==> src/rtl/gclk_piso_pkg.sv <==
// Shared definitions for the gated-clock serializer.
// Assumes: nothing beyond IEEE 1800-2017.
package gclk_piso_pkg;

    // Action the storage chain takes in one system cycle.
    typedef enum logic [1:0] {
        ACT_HOLD  = 2'd0,
        ACT_LOAD  = 2'd1,
        ACT_SHIFT = 2'd2
    } chain_act_e;

    // Bit positions inside the synchronised control bundle.
    localparam int unsigned CTL_CK  = 0;
    localparam int unsigned CTL_INH = 1;
    localparam int unsigned CTL_LDN = 2;
    localparam int unsigned CTL_SER = 3;
    localparam int unsigned CTL_W   = 4;

endpackage

==> src/rtl/gclk_piso_sync.sv <==
// Multi-flop synchroniser for a bundle of asynchronous inputs.
// Assumes: each input holds a level long enough to pass through STAGES flops;
// RST_VAL gives the quiet level of each bit so reset release creates no edge.
module gclk_piso_sync #(
    parameter int unsigned W      = 4,
    parameter int unsigned STAGES = 2,
    parameter logic [W-1:0] RST_VAL = '0
) (
    input  logic         sys_clk,
    input  logic         rst_n,
    input  logic [W-1:0] async_i,
    output logic [W-1:0] sync_o
);

    logic [STAGES-1:0][W-1:0] chain_q;

    // First flop captures the raw asynchronous level.
    always_ff @(posedge sys_clk) begin
        if (!rst_n) chain_q[0] <= RST_VAL;
        else        chain_q[0] <= async_i;
    end

    // Remaining flops settle metastability one stage at a time.
    for (genvar s = 1; s < STAGES; s++) begin : g_stage
        always_ff @(posedge sys_clk) begin
            if (!rst_n) chain_q[s] <= RST_VAL;
            else        chain_q[s] <= chain_q[s-1];
        end
    end

    assign sync_o = chain_q[STAGES-1];

endmodule

==> src/rtl/gclk_piso_edge.sv <==
// Combines the two synchronised clock inputs into one effective clock and
// finds its rising edges. Also flags an inhibit raise while the clock is low.
// Assumes: both inputs are already synchronised to sys_clk.
module gclk_piso_edge (
    input  logic sys_clk,
    input  logic rst_n,
    input  logic ck_s,
    input  logic inh_s,
    output logic shift_pulse,
    output logic inh_viol
);

    logic comb_now;
    logic comb_q;
    logic inh_q;

    // Effective clock: either input high holds it high.
    assign comb_now = ck_s | inh_s;

    // Remember last-cycle levels; reset high so release makes no edge.
    always_ff @(posedge sys_clk) begin
        if (!rst_n) begin
            comb_q <= 1'b1;
            inh_q  <= 1'b1;
        end else begin
            comb_q <= comb_now;
            inh_q  <= inh_s;
        end
    end

    // Rising edge of the effective clock requests one shift.
    assign shift_pulse = comb_now & ~comb_q;

    // Inhibit rose while the clock input was low: illegal, creates an edge.
    assign inh_viol = inh_s & ~inh_q & ~ck_s;

    AST_HELD_INHIBIT_BLOCKS: assert property (@(posedge sys_clk) disable iff (!rst_n)
        (inh_s && inh_q) |-> !shift_pulse);

    AST_HELD_CLOCK_BLOCKS: assert property (@(posedge sys_clk) disable iff (!rst_n)
        (ck_s && $past(ck_s)) |-> !shift_pulse);

    AST_VIOL_IMPLIES_SHIFT: assert property (@(posedge sys_clk) disable iff (!rst_n)
        inh_viol |-> shift_pulse);

endmodule

==> src/rtl/gclk_piso_core.sv <==
// Storage chain with level-driven parallel load, shift and hold.
// Assumes: load, serial and parallel inputs are synchronised; shift_pulse is
// a one-cycle request. Load wins over shifting; the cycle in which load ends
// never shifts.
module gclk_piso_core
    import gclk_piso_pkg::*;
#(
    parameter int unsigned WIDTH = 8
) (
    input  logic             sys_clk,
    input  logic             rst_n,
    input  logic             ld_s_n,
    input  logic             ser_s,
    input  logic [WIDTH-1:0] par_s,
    input  logic             shift_pulse,
    output logic [WIDTH-1:0] stages
);

    chain_act_e       act;
    logic             ld_q_n;
    logic [WIDTH-1:0] stages_q;

    // Pick this cycle's action: load, then end-of-load guard, then shift.
    always_comb begin
        if (!ld_s_n)          act = ACT_LOAD;
        else if (!ld_q_n)     act = ACT_HOLD;
        else if (shift_pulse) act = ACT_SHIFT;
        else                  act = ACT_HOLD;
    end

    // Track the load level of the last cycle to spot its release.
    always_ff @(posedge sys_clk) begin
        if (!rst_n) ld_q_n <= 1'b1;
        else        ld_q_n <= ld_s_n;
    end

    // Update the chain according to the chosen action.
    always_ff @(posedge sys_clk) begin
        if (!rst_n) begin
            stages_q <= '0;
        end else begin
            case (act)
                ACT_LOAD:  stages_q <= par_s;
                ACT_SHIFT: stages_q <= {stages_q[WIDTH-2:0], ser_s};
                default:   stages_q <= stages_q;
            endcase
        end
    end

    assign stages = stages_q;

    AST_LOAD_TRACKS_WORD: assert property (@(posedge sys_clk) disable iff (!rst_n)
        !ld_s_n |=> (stages_q == $past(par_s)));

    AST_SHIFT_ONE_PLACE: assert property (@(posedge sys_clk) disable iff (!rst_n)
        (shift_pulse && ld_s_n && ld_q_n) |=>
            (stages_q[0] == $past(ser_s)) &&
            (stages_q[WIDTH-1:1] == $past(stages_q[WIDTH-2:0])));

    AST_RELEASE_CYCLE_HOLDS: assert property (@(posedge sys_clk) disable iff (!rst_n)
        (ld_s_n && !ld_q_n) |=> $stable(stages_q));

    AST_QUIET_HOLDS: assert property (@(posedge sys_clk) disable iff (!rst_n)
        (ld_s_n && !shift_pulse) |=> $stable(stages_q));

endmodule

==> src/rtl/gclk_piso.sv <==
// Top of the gated-clock parallel-load serializer.
// Assumes: all data and control inputs are asynchronous to sys_clk and
// change slowly relative to it. Quiet levels at reset: both clock inputs
// high, load inactive.
module gclk_piso
    import gclk_piso_pkg::*;
#(
    parameter int unsigned WIDTH       = 8,
    parameter int unsigned SYNC_STAGES = 2
) (
    input  logic             sys_clk,
    input  logic             rst_n,
    input  logic             clk_a_i,
    input  logic             clk_b_i,
    input  logic             load_n_i,
    input  logic             ser_i,
    input  logic [WIDTH-1:0] par_i,
    output logic             q_o,
    output logic             q_n_o,
    output logic [WIDTH-1:0] stages_o,
    output logic             inh_viol_o
);

    localparam logic [CTL_W-1:0] CTL_RST = (CTL_W'(1) << CTL_CK)
                                         | (CTL_W'(1) << CTL_INH)
                                         | (CTL_W'(1) << CTL_LDN);

    logic [CTL_W-1:0] ctl_raw;
    logic [CTL_W-1:0] ctl_s;
    logic [WIDTH-1:0] par_s;
    logic             shift_pulse;
    logic             inh_viol;
    logic [WIDTH-1:0] stages;

    // Gather control inputs into one bundle for synchronising.
    always_comb begin
        ctl_raw          = '0;
        ctl_raw[CTL_CK]  = clk_a_i;
        ctl_raw[CTL_INH] = clk_b_i;
        ctl_raw[CTL_LDN] = load_n_i;
        ctl_raw[CTL_SER] = ser_i;
    end

    gclk_piso_sync #(
        .W       (CTL_W),
        .STAGES  (SYNC_STAGES),
        .RST_VAL (CTL_RST)
    ) u_sync_ctl (
        .sys_clk (sys_clk),
        .rst_n   (rst_n),
        .async_i (ctl_raw),
        .sync_o  (ctl_s)
    );

    gclk_piso_sync #(
        .W       (WIDTH),
        .STAGES  (SYNC_STAGES),
        .RST_VAL ('0)
    ) u_sync_par (
        .sys_clk (sys_clk),
        .rst_n   (rst_n),
        .async_i (par_i),
        .sync_o  (par_s)
    );

    gclk_piso_edge u_edge (
        .sys_clk     (sys_clk),
        .rst_n       (rst_n),
        .ck_s        (ctl_s[CTL_CK]),
        .inh_s       (ctl_s[CTL_INH]),
        .shift_pulse (shift_pulse),
        .inh_viol    (inh_viol)
    );

    gclk_piso_core #(
        .WIDTH (WIDTH)
    ) u_core (
        .sys_clk     (sys_clk),
        .rst_n       (rst_n),
        .ld_s_n      (ctl_s[CTL_LDN]),
        .ser_s       (ctl_s[CTL_SER]),
        .par_s       (par_s),
        .shift_pulse (shift_pulse),
        .stages      (stages)
    );

    assign stages_o   = stages;
    assign q_o        = stages[WIDTH-1];
    assign q_n_o      = ~stages[WIDTH-1];
    assign inh_viol_o = inh_viol;

    AST_RESET_CLEARS_LAST: assert property (@(posedge sys_clk)
        !rst_n |=> (q_o == 1'b0));

endmodule

==> config.mk <==
export PLATFORM = sky130hd
export DESIGN_NAME = gclk_piso
export DESIGN_NICKNAME = d
export VERILOG_FILES = /design/src/rtl/gclk_piso_pkg.sv /design/src/rtl/gclk_piso_sync.sv /design/src/rtl/gclk_piso_edge.sv /design/src/rtl/gclk_piso_core.sv /design/src/rtl/gclk_piso.sv
export SDC_FILE = /design/constraint.sdc
export NUM_CORES = 1
export LEC_CHECK = 0
export BUFFER_PORTS_ARGS = -buffer_cell sky130_fd_sc_hd__buf_2
export CORE_ASPECT_RATIO = 0.75
export CORE_UTILIZATION = 30
export CTS_CLUSTER_DIAMETER = 80
export DETAILED_ROUTE_END_ITERATION = 6
export PLACE_DENSITY = 0.49
export SLEW_MARGIN = 15
export SYNTH_ARGS = -nofsm -noshare
export SYNTH_HDL_FRONTEND = slang
export SYNTH_HIERARCHICAL = 1
export SYNTH_SLANG_ARGS = --single-unit
==> constraint.sdc <==
create_clock -name sys_clk -period 1.1 [get_ports sys_clk]
set_input_delay 0.055 -clock sys_clk [delete_from_list [all_inputs] [get_ports sys_clk]]
set_output_delay 0.055 -clock sys_clk [all_outputs]
set_load 0.02 [all_outputs]
# ---- Word level (Yosys, flattened, before mapping)
# Cells that the tools add are included.
dict set report totals {
  ramBits 0
  word_cells 23
  regBits 35
  output_inout_bits 11
  mem_count 0
  romBits 0
  latchBits 0
}
dict set report op_classes {
  multipliers 0
  addsub 0
  shift 0
  n_eq_ne 2
  reduce_logical 1
  muxes 4
  magnitude_cmp 0
  n_bitwise 8
  div_mod_pow 0
}
# cell n
set ops {}
lappend ops {{one-hot mux 8 bit (2 select lines)} 1}
lappend ops {{two-way mux 2 bit} 3}
lappend ops {{NOT 1 bit} 4}
lappend ops {{bitwise AND 1 bit} 3}
lappend ops {{equality test 2 x 1 -> 1 bit, second input constant} 1}
lappend ops {{equality test 2 bit, second input constant} 1}
lappend ops {{nonzero test 2 bit} 1}
lappend ops {{bitwise OR 1 bit} 1}

# ---- Depth between registers and ports, before layout
dict set report depth {
  ltp_word 7
  mapped_depth 6
  ltp_nobuf 3
}

# ---- Cells and area by module
# The synthesis kept the hierarchy.
# mod cells_per_inst seq_area_each_um2 instances area_each_um2
set by_module_without_submodules {}
lappend by_module_without_submodules {{gclk_piso_sync (u_sync_par)} 41 320.3 1 506.7}
lappend by_module_without_submodules {gclk_piso_core 47 180.2 1 444.2}
lappend by_module_without_submodules {{gclk_piso_sync (u_sync_ctl)} 20 160.2 1 240.2}
lappend by_module_without_submodules {gclk_piso_edge 6 40.0 1 77.6}
lappend by_module_without_submodules {gclk_piso 2 0.0 1 11.3}

# ---- Least setup slack after synthesis
# Ideal clock, no wire load.
dict set report synth_path {
  path_kind {register to register}
  start {reg u_sync_ctl.chain_q (netlist bit u_sync_ctl/sync_o[1])}
  end {reg u_core.stages_q[1], in the netlist u_core/stages[1]}
  t_arrival_ps 1150
  synth_period_minus_slack_ps 1224
  slack_ps -124
  setup_ps 74
  path_stages_with_launch 7
  path_cell_list {dfxtp_1 > buf_4 > o21ba_2 > buf_2 > buf_6 > a21bo_1 > a31oi_1}
}
dict set report synth_between {
  elab_chain_cells 7
  word_cells_on_any_way 9
  classes_between {2 x eq/ne; 4 x mux; 2 x bitwise; 1 x reduce/logical}
}
# element line
set synth_lines {}
lappend synth_lines {{start: declaration} gclk_piso_sync.sv:15} ;# logic [STAGES-1:0][W-1:0] chain_q;
lappend synth_lines {{start signal: indexed assignment} gclk_piso_sync.sv:27} ;# else chain_q[s] <= chain_q[s-1];
lappend synth_lines {{bitwise OR 1 bit *} gclk_piso_edge.sv:18} ;# assign comb_now = ck_s | inh_s;
lappend synth_lines {{bitwise AND 1 bit *} gclk_piso_edge.sv:32} ;# assign shift_pulse = comb_now & ~comb_q;
lappend synth_lines {{via shift_pulse} gclk_piso.sv:31} ;# logic shift_pulse;
lappend synth_lines {{two-way mux 2 bit *} gclk_piso_core.sv:27} ;# else if (shift_pulse) act = ACT_SHIFT;
lappend synth_lines {{two-way mux 2 bit *} gclk_piso_core.sv:26} ;# else if (!ld_q_n) act = ACT_HOLD;
lappend synth_lines {{two-way mux 2 bit *} gclk_piso_core.sv:25} ;# if (!ld_s_n) act = ACT_LOAD;
lappend synth_lines {{equality test 2 bit or equality test 2 x 1 -> 1 bit (tied branches)} gclk_piso_core.sv:42} ;# case (act)
lappend synth_lines {{one-hot mux 8 bit (2 select lines) or nonzero test 2 bit (tied branches)} --}
lappend synth_lines {{end signal: assignment} gclk_piso_core.sv:43} ;# ACT_LOAD: stages_q <= par_s;
lappend synth_lines {{end signal: assignment} gclk_piso_core.sv:44} ;# ACT_SHIFT: stages_q <= {stages_q[WIDTH-2:0], ser_s};
lappend synth_lines {{end signal: assignment} gclk_piso_core.sv:45} ;# default: stages_q <= stages_q;
lappend synth_lines {{end: declaration} gclk_piso_core.sv:21} ;# logic [WIDTH-1:0] stages_q;
# Mark *: on every way through the listed nets, which the timed path passes. The rest lies on a longest branch.
# A chain may end at the register's enable or synchronous reset.

# ---- Final worst setup path
dict set report layout_path {
  start {reg u_sync_ctl.chain_q (netlist bit u_sync_ctl/sync_o[1])}
  end {reg u_core.stages_q[3], in the netlist u_core/stages[3]}
}
# The elaborated chain is that of the path after synthesis.

==> metrics.md <==
| Metric | Value |
|---|---|
| P per Cell Area | between 1500 and 2000 mW/mm^2 |
| Synth Cell Area | about 0.0013 mm^2 |
| RSZ-0062 raised after global routing | yes |
| Fraction of layout cells with a size suffix above 1 | about 40% |
| First-pass GRT wire length | 3330 um |
| Synth cell types | 17 |
| DRT iter0 DRCs | 44 |
| Global placement routability congestion | around 0.67 |
| Die area | 0.00453 mm^2 |
| R2R Setup Slk | 0.06 ns |
| Layout Nets | 157 |
| CP startpoint kind | flip-flop |
| Switch share | about 21% |
| Total CTS buffers | 5 |
| Slew Limit Fails | 0 |
| Post-Synthesis Cells | 116 |
| Final period util | a little over nine tenths |
| P_sw | 523 uW |
| DRT Pass-1 Iters | 4 |
| Int Power | 2.01 mW |
| Layout area overhead | 22.6% |
| Reg2reg end | u_core/stages[3]$_SDFFE_PN0P_ |
| Number of hold violations in the final report | 0 |
| Vias in the first global route | 734 |
| WL per Instance | ~9.5 um |
| Io pins | 25 |
| Row count | 20 |
| Root Buffer | clkbuf_8 |
| Via-to-Cell Ratio | 4.07 |
| Die height | 58.6 um |
| Port bufs | 24 |
| Clock transition at path regs | 0.07 ns |
| CP required | 1.31 ns |
| Largest net degree at the start of global routing | 22 |
| Register share of total power | 53.4% |
| Result of the run | finished, final reports clean |
| R2R cell count | 3 |
| Critical Path AT | 1.26 ns |
| Most common cell after layout, fill and taps aside | dfxtp_1 |
| Slew HR | 83.4% |
| Fmax | 0.959 GHz |
| Total wire length | ~1900 um |
| Hold Startpoint | rst_n |
| Crit path max fanout | 16 |
| Worst hold path class | primary input to flip-flop |
| Core area | 0.00408 mm^2 |
| Sequential area share after synthesis | between 50% and 60% |
| HPWL Detailed | 1240 um |
| Later-pin clock latency in the skew report | 0.28 ns |
| Final setup vio count | 0 |
| # diodes | 0 |
| Syn avg cell area | 11.0 um^2 |
| Number of synthesized register bits | 35 |
| Critical path type | flip-flop to flip-flop |
| Total gr overflow | 0 |
| Num Clock Sinks | 35 |
| Hold Crit Depth | 2 |
| Tot Pwr | approximately 2.5 mW |
| Final min period | 1.04 ns |
| Fin Clk Skew | between 0.005 and 0.006 ns |
| Worst r2r src | u_sync_ctl/sync_o[1]$_SDFF_PN1_ |
| Least-Margin Pin Slew | 0.247 ns |
| Via count | 810 |
| Max clock buf depth | 2 |
| Hold endpoint | u_core/ld_q_n$_SDFF_PN1_ |
| CTS tree | done |
| Antenna-violating nets left | 0 |
| Clock share of power | 39.0% |
| P_leak | 0.651 nW |
| Gr usage total | 10.0% |
| Die Wd | 77.4 um |
| DR DRC count | 0 |
| Mapped Nets | 130 |
| Max Cap Viol | 0 |
| VDD IR max | 415 uV |
| Crit end category | flip-flop |
| Starting Density | 31.4% |
| Number of antenna violations at the first check in global routing | 0 |
| Total Neg Setup Slack | 0 ns |
| Most frequent cells in the layout | 33 x dfxtp_1, 24 x buf_2, 12 x dlygate4sd3_1, 12 x and2_2 |
| Power share of the combinational group | under 10% |
| Ys Warns | 6 |
| H-tree Lvls | 2 |
-- through the flow --
step                      setup slack (ns)  instance area (um^2)  instances  hold WS (ns)  utilization (%)
after floorplan                    -0.0955                  1300        116         0.128                -
after global placement              0.0923                  1350        179         0.236             33.0
after detailed placement            0.0646                  1350        179         0.238             33.0
after CTS                           0.0188                  1570        199        0.0584             38.4
after global routing              -0.00449                  1570        199        0.0680             38.5
final                               0.0570                  1570        199        0.0623             38.5
-- Yosys cell counts, drive strengths merged --
cell type | n | area, um^2
and2 | 18 | 128
a31oi | 8 | 50.1
dfxtp | 35 | 701
nand2b | 8 | 50.1
o21ba | 1 | 10.0
o21ai | 8 | 40.0
buf | 19 | 156
or3b | 1 | 8.76
inv | 1 | 3.75
nor3b | 1 | 12.5
a21bo | 8 | 80.1
nand3 | 8 | 40.0
-- worst max path at each step --
stage,from,end,slack (ns),depth (start not counted)
after floorplan,u_sync_ctl/sync_o[1]$_SDFF_PN1_,u_core/stages[1]$_SDFFE_PN0P_,-0.1,6
after global placement,u_sync_ctl/sync_o[1]$_SDFF_PN1_,u_core/stages[5]$_SDFFE_PN0P_,0.09,3
after detailed placement,u_sync_ctl/sync_o[1]$_SDFF_PN1_,u_core/stages[7]$_SDFFE_PN0P_,0.06,3
after CTS,u_sync_ctl/sync_o[1]$_SDFF_PN1_,inh_viol_o,0.02,2
after global routing,u_sync_ctl/sync_o[1]$_SDFF_PN1_,u_core/stages[7]$_SDFFE_PN0P_,-0.004,3
final,u_sync_ctl/sync_o[1]$_SDFF_PN1_,u_core/stages[3]$_SDFFE_PN0P_,0.06,3
-- worst max-delay path, cell delays in order (launching register included) --
cell     delay [ns]
dfxtp_2        0.34
o21ba_4        0.28
a21bo_2        0.21
a31oi_1        0.14
-- power by group through the flow --
stage	clock (mW)	sequential, mW	combinational [mW]
finish	0.987	1.35	0.191
global route	1.09	1.36	0.213
CTS	1.03	1.35	0.194
detailed placement	0	1.38	0.161
global placement	0	1.38	0.160
floorplan	0	1.39	0.117
-- per-layer routing --
layer	share of wire (%)	global-route usage [%]	wire, um
met5	0	0	0
met4	3.0	6.47	57
met3	6.2	5.12	117
met2	40	14.2	750
met1	51	12.0	971
-- kinds of logic after synthesis --
family / share of synthesized area, %
flip-flops: 54.7
AO/OA/AOI/OAI: 14.1
buffers and inverters: 12.5
AND/OR/NAND/NOR: 18.7
-- sequential cells by signal (all words and copies together), names as in the netlist --
register / flops
u_core/stages: 8
u_sync_par/chain_q: 8
u_sync_par/sync_o: 8
u_sync_ctl/chain_q: 4
u_sync_ctl/sync_o: 4
u_core/ld_q_n: 1
u_edge/comb_q: 1
u_edge/inh_q: 1
-- repair_timing --
action	CTS	global route
gates resized for setup	0	2
endpoints found under the setup margin	0	7
endpoints found under the hold margin	12	0
setup buffers	0	0
hold buffers	12	0
-- cell type report --
| cell class | count | area (um^2) |
|---|---|---|
| timing repair buffer | 39 | 263 |
| inverter | 1 | 3.75 |
| multi-input combinational | 61 | 430 |
| sequential | 35 | 703 |
| tap | 55 | 68.8 |
| fill | 415 | 2510 |
| clock buffer | 8 | 100 |
Power figures use the tool's default switching activity.
